### src/rtl/err_window_mon.sv
module err_window_mon #(
  parameter int CNT_W   = 16,
  parameter int WIN_W   = 16,
  parameter int NUM_W   = 4,
  parameter int BIT_MAX = 8
) (
  input  logic             clk,
  input  logic             rst_n,
  input  logic [1:0]       cnt_sel,
  input  logic             inf_mode,
  input  logic [WIN_W-1:0] win_len,
  input  logic             start_wr,
  input  logic             start_wdata,
  input  logic             byte_vld,
  input  logic [NUM_W-1:0] bit_err_num,
  input  logic             byte_err,
  input  logic             pkt_err,
  output logic [CNT_W-1:0] err_count,
  output logic             start_bit
);

  localparam logic [CNT_W-1:0] CNT_MAX = {CNT_W{1'b1}};
  localparam logic [NUM_W-1:0] NUM_CAP = NUM_W'(BIT_MAX);

  logic [WIN_W-1:0] win_cnt;
  logic [NUM_W-1:0] bit_inc;
  logic [NUM_W-1:0] inc;
  logic [CNT_W:0]   sum;
  logic             win_end;

  assign bit_inc = (bit_err_num > NUM_CAP) ? NUM_CAP : bit_err_num;

  always_comb begin
    case (cnt_sel)
      2'd0:    inc = bit_inc;
      2'd1:    inc = NUM_W'(byte_err);
      2'd2:    inc = NUM_W'(pkt_err);
      default: inc = '0;
    endcase
  end

  assign sum     = {1'b0, err_count} + (CNT_W+1)'(inc);
  assign win_end = start_bit && !inf_mode && byte_vld &&
                   ({1'b0, win_cnt} + 1'b1 >= {1'b0, win_len});

  always_ff @(posedge clk or negedge rst_n) begin
    if (!rst_n) begin
      start_bit <= 1'b0;
      err_count <= '0;
      win_cnt   <= '0;
    end else if (start_wr) begin
      start_bit <= start_wdata;
      if (start_wdata) begin
        err_count <= '0;
        win_cnt   <= '0;
      end
    end else if (start_bit) begin
      err_count <= sum[CNT_W] ? CNT_MAX : sum[CNT_W-1:0];
      if (byte_vld) win_cnt <= win_cnt + 1'b1;
      if (win_end) start_bit <= 1'b0;
    end
  end

  p_clear_r5: assert property (@(posedge clk) disable iff (!rst_n)
    start_wr && start_wdata |=> err_count == '0 && start_bit);

  p_stop_r8: assert property (@(posedge clk) disable iff (!rst_n)
    start_wr && !start_wdata |=> !start_bit);

  p_no_overflow_r4: assert property (@(posedge clk) disable iff (!rst_n)
    start_bit && !start_wr |=> err_count >= $past(err_count));

  p_sat_hold_r4: assert property (@(posedge clk) disable iff (!rst_n)
    start_bit && !start_wr && err_count == CNT_MAX |=> err_count == CNT_MAX);

  p_idle_hold_r9: assert property (@(posedge clk) disable iff (!rst_n)
    !start_bit && !start_wr |=> $stable(err_count) && !start_bit);

  p_inf_run_r7: assert property (@(posedge clk) disable iff (!rst_n)
    start_bit && inf_mode && !start_wr |=> start_bit);

  p_null_sel_r3: assert property (@(posedge clk) disable iff (!rst_n)
    start_bit && !start_wr && cnt_sel == 2'd3 |=> $stable(err_count));

endmodule

### config.mk
export PLATFORM = sky130hd
export DESIGN_NAME = err_window_mon
export DESIGN_NICKNAME = d
export VERILOG_FILES = /design/src/rtl/err_window_mon.sv
export SDC_FILE = /design/constraint.sdc
export NUM_CORES = 1
export LEC_CHECK = 0
export BUFFER_PORTS_ARGS = -buffer_cell sky130_fd_sc_hd__buf_2
export CAP_MARGIN = 20
export CORE_ASPECT_RATIO = 0.6
export CORE_MARGIN = 4
export CORE_UTILIZATION = 40
export DETAILED_ROUTE_END_ITERATION = 8
export PLACE_DENSITY_LB_ADDON = 0.08
export SETUP_SLACK_MARGIN = 0.15
export SLEW_MARGIN = 20
export SYNTH_ARGS = -nofsm -noshare
export SYNTH_HDL_FRONTEND = slang
export SYNTH_SLANG_ARGS = --single-unit
### constraint.sdc
create_clock -name clk -period 2.5 [get_ports clk]
set_input_delay 0.375 -clock clk [delete_from_list [all_inputs] [get_ports clk]]
set_output_delay 0.375 -clock clk [all_outputs]
set_load 0.03 [all_outputs]
==> impl_results.md <==
- Fin util: 0.548
- P_int: 954 uW
- Synth area leader: dfrtp_1
- Hold Path Class: in2async
- Top cell type's share of synthesized area: 0.330
- Yosys reg bits: 33
- Pwr dens: around 440 mW/mm^2
- Final worst slack: approximately 190 ps
- Post-synthesis cell type count: 48
- Max Freq: between 0.4 and 0.5 GHz
- Post-Route WL: 6470 um
- Number of vias per cell: 5.22
- Post-synth ARST share: 1.00
- Primary FF master, synth: dfrtp_1
- Outcome: finished clean
- Post-synthesis cell count: 285
- Post-synth EDFFs: 0
- Slew headroom: 0.483
- DRT met1 WL: between 3000 and 4000 um
- RSZ-0062 raised after global routing: yes
- Mapped Area: roughly 0.0025 sq mm
- Root buf cell: clkbuf_8
- Worst-Skew Late Latency: 280 ps
- Worst-path cell chain: nand4_4, buf_4, nor4_4, xor2_1, ha_1, nand3_1, or3_4, a211oi_2, nor2_1
- Number of antenna diodes: 0
- Sequential share of power: 0.427
- Met2 WL: about 2600 um
- Vias in the first global route: 2,170
- Filler cells: roughly 570
- CTS buffer count: 5
- Dpl ws: 48.6 ps
- Clock Sinks: 33
- Buf/Inv on CP: 1
- Worst EP arrival: 2480 ps
- Synth-to-Final Area Change: 27.3%
- Mapped Avg Cell Area: 8.77 sq um
- Via count: 2,296
- Switching power: 461 uW
- Tcrit/Tclk final: 0.924
- Synth top area cells: dfrtp_1, ha_1, nand2_1
- CTS tree: done
- Row count: 21
- CTS H-tree lvls: 2
- First-pass GRT wire length: around 11,000 um
- Core area: 0.00581 sq mm
- Slowest CP cell: dfrtp_1
- Sw frac: 0.326
- Syn nets: 337
- Max layer used: met4
- Drt wl/cell: 14.7 um
- CP max stage delay: 410 ps
- Worst Skew: ~4.3 ps
- Max-cap violations: 0
- Final net count: 411
- CP delay by family, top: simple AND/OR/NAND/NOR gates
- Most numerous cell in the Yosys netlist: nand2_1
- Peak VDD IR: 0.253 mV
- Final Setup Violations: 0
- DRT iter0 DRCs: 98
- 1st-pass router iterations: 4
- DP HPWL: 4940 um
- Crit path capture type: flop
- Detail Route Antenna Nets: 0
- Initial antenna violation count: 0
- Post-CTS Hold Fix Bufs: 0
- Setup TNS: 0 ps
- Residual DRC: 0
- Share of cells above drive strength 1: 0.317
- Final min period: 2310 ps
- Worst-Margin Slew: around 780 ps
- Critical path class: reg2reg
- Clock Power Share: 0.324
- Combinational power share: 0.249
- Gp weighted congestion: 0.809
- Max-slew violations: 0
- Chip height: 69.2 um
- Synth top cells by count: nand2_1, dfrtp_1, ha_1
- Initial Utilization: 0.431
- Synth warnings: 0
- Overall die width: between 100 and 150 um
- WP data required: about 2700 ps
- IO Port Bufs: 46
- Met3 wire length: 270 um
- Die area: between 0.007 and 0.008 sq mm
- Static Leak: 1.67 nW
- Startpoint types: flop
- Crit Path Max Fanout: 4
- Total Routing Usage GR: 0.176
- Largest net degree at the start of global routing: 34
- Clock Path Buffers: 2
- Hold Fails Final Rpt: 0
- # IOs: 47
- Seq/Total Area, Yosys: 0.330
- Clock slew at reported path FFs: around 70 ps
- Total global routing overflow: 0
sequential cells by signal, indices dropped and copies added, names as in the netlist:
name / cells
err_count: 16
start_bit: 1
win_cnt: 16
kinds of logic (layout without fill, tap and decap cells):
logic type,Yosys count,in the layout,synth area share
AOI/OAI and AO/OA,76,76,0.191
and+or+nand+nor,114,114,0.268
DFF,33,33,0.330
xor gates and xnor gates,16,16,0.0561
buffers and inverters,24,99,0.0420
adders and majority gates,22,22,0.113
worst paths after layout:
check,start,endpoint,slack (ps),cells after the start
setup / recovery,win_cnt[6],start_bit,190,9
hold / removal,rst_n,err_count[1],160,1
setup reg to reg,win_cnt[6],start_bit,190,9
hold reg to reg,win_cnt[15],win_cnt[15],530,1
max in group asynchronous,rst_n,win_cnt[0],1790,1
min in group clk,win_cnt[15],win_cnt[15],530,1
layout by cell type, fill, tap and decap left out, types with 3 or more instances in the layout:
cell / instances
ha_1: 20
buf_4: 26
and3_1: 5
o21ai_1: 15
a31oi_1: 6
o31ai_1: 4
xor2_1: 8
inv_1: 16
nand2_1: 34
xnor2_1: 8
nor2_1: 17
a21o_1: 7
buf_2: 46
nor3_1: 3
nor3_2: 3
a21oi_1: 20
nand3_1: 15
dfrtp_1: 24
nor3_4: 3
and2_1: 7
dfrtp_2: 9
and4b_1: 3
clkbuf_8: 7
o21ai_0: 8
nand4_1: 5
layer usage:
layer  up-vias  GRT usage
met5         -          0
met4         0     0.0221
met3         2     0.0381
met2        50      0.228
met1      1066      0.294
li1       1178          -
through the flow:
step | instance area [sq um] | hold WS (ps) | instances | power, mW
floorplan | 2500 | 79.4 | 285 | 0.822
global placement | 2920 | 506 | 421 | 0.942
detailed placement | 2920 | 510 | 421 | 0.944
CTS | 3100 | 202 | 432 | 1.42
global route | 3180 | 227 | 440 | 1.50
finish | 3180 | 164 | 440 | 1.42
power by group through the flow:
stage / Clock, mW / Combinational, mW / Sequential (mW)
6_report: 0.459 / 0.353 / 0.604
5_1_grt: 0.493 / 0.397 / 0.609
4_1_cts: 0.467 / 0.354 / 0.600
3_5_place_dp: 0 / 0.337 / 0.607
3_3_place_gp: 0 / 0.336 / 0.606
2_1_floorplan: 0 / 0.170 / 0.652
repair_timing:
action,CTS,global route
buffers inserted,3,8
pin swaps,2,11
gates cloned,0,0
resized for setup,15,10
setup endpoints to repair,1,1
cell type report:
class	count	area (sq um)	area share
well taps	80	100	0.0315
flip-flops and latches	33	837	0.263
multi-input cells	228	1630	0.513
clock inverters	1	5.00	0.00157
repair buffers	74	448	0.141
clock buffers	7	96.3	0.0303
inverters	17	63.8	0.0201
No activity file was read; power rests on OpenSTA's default activity.
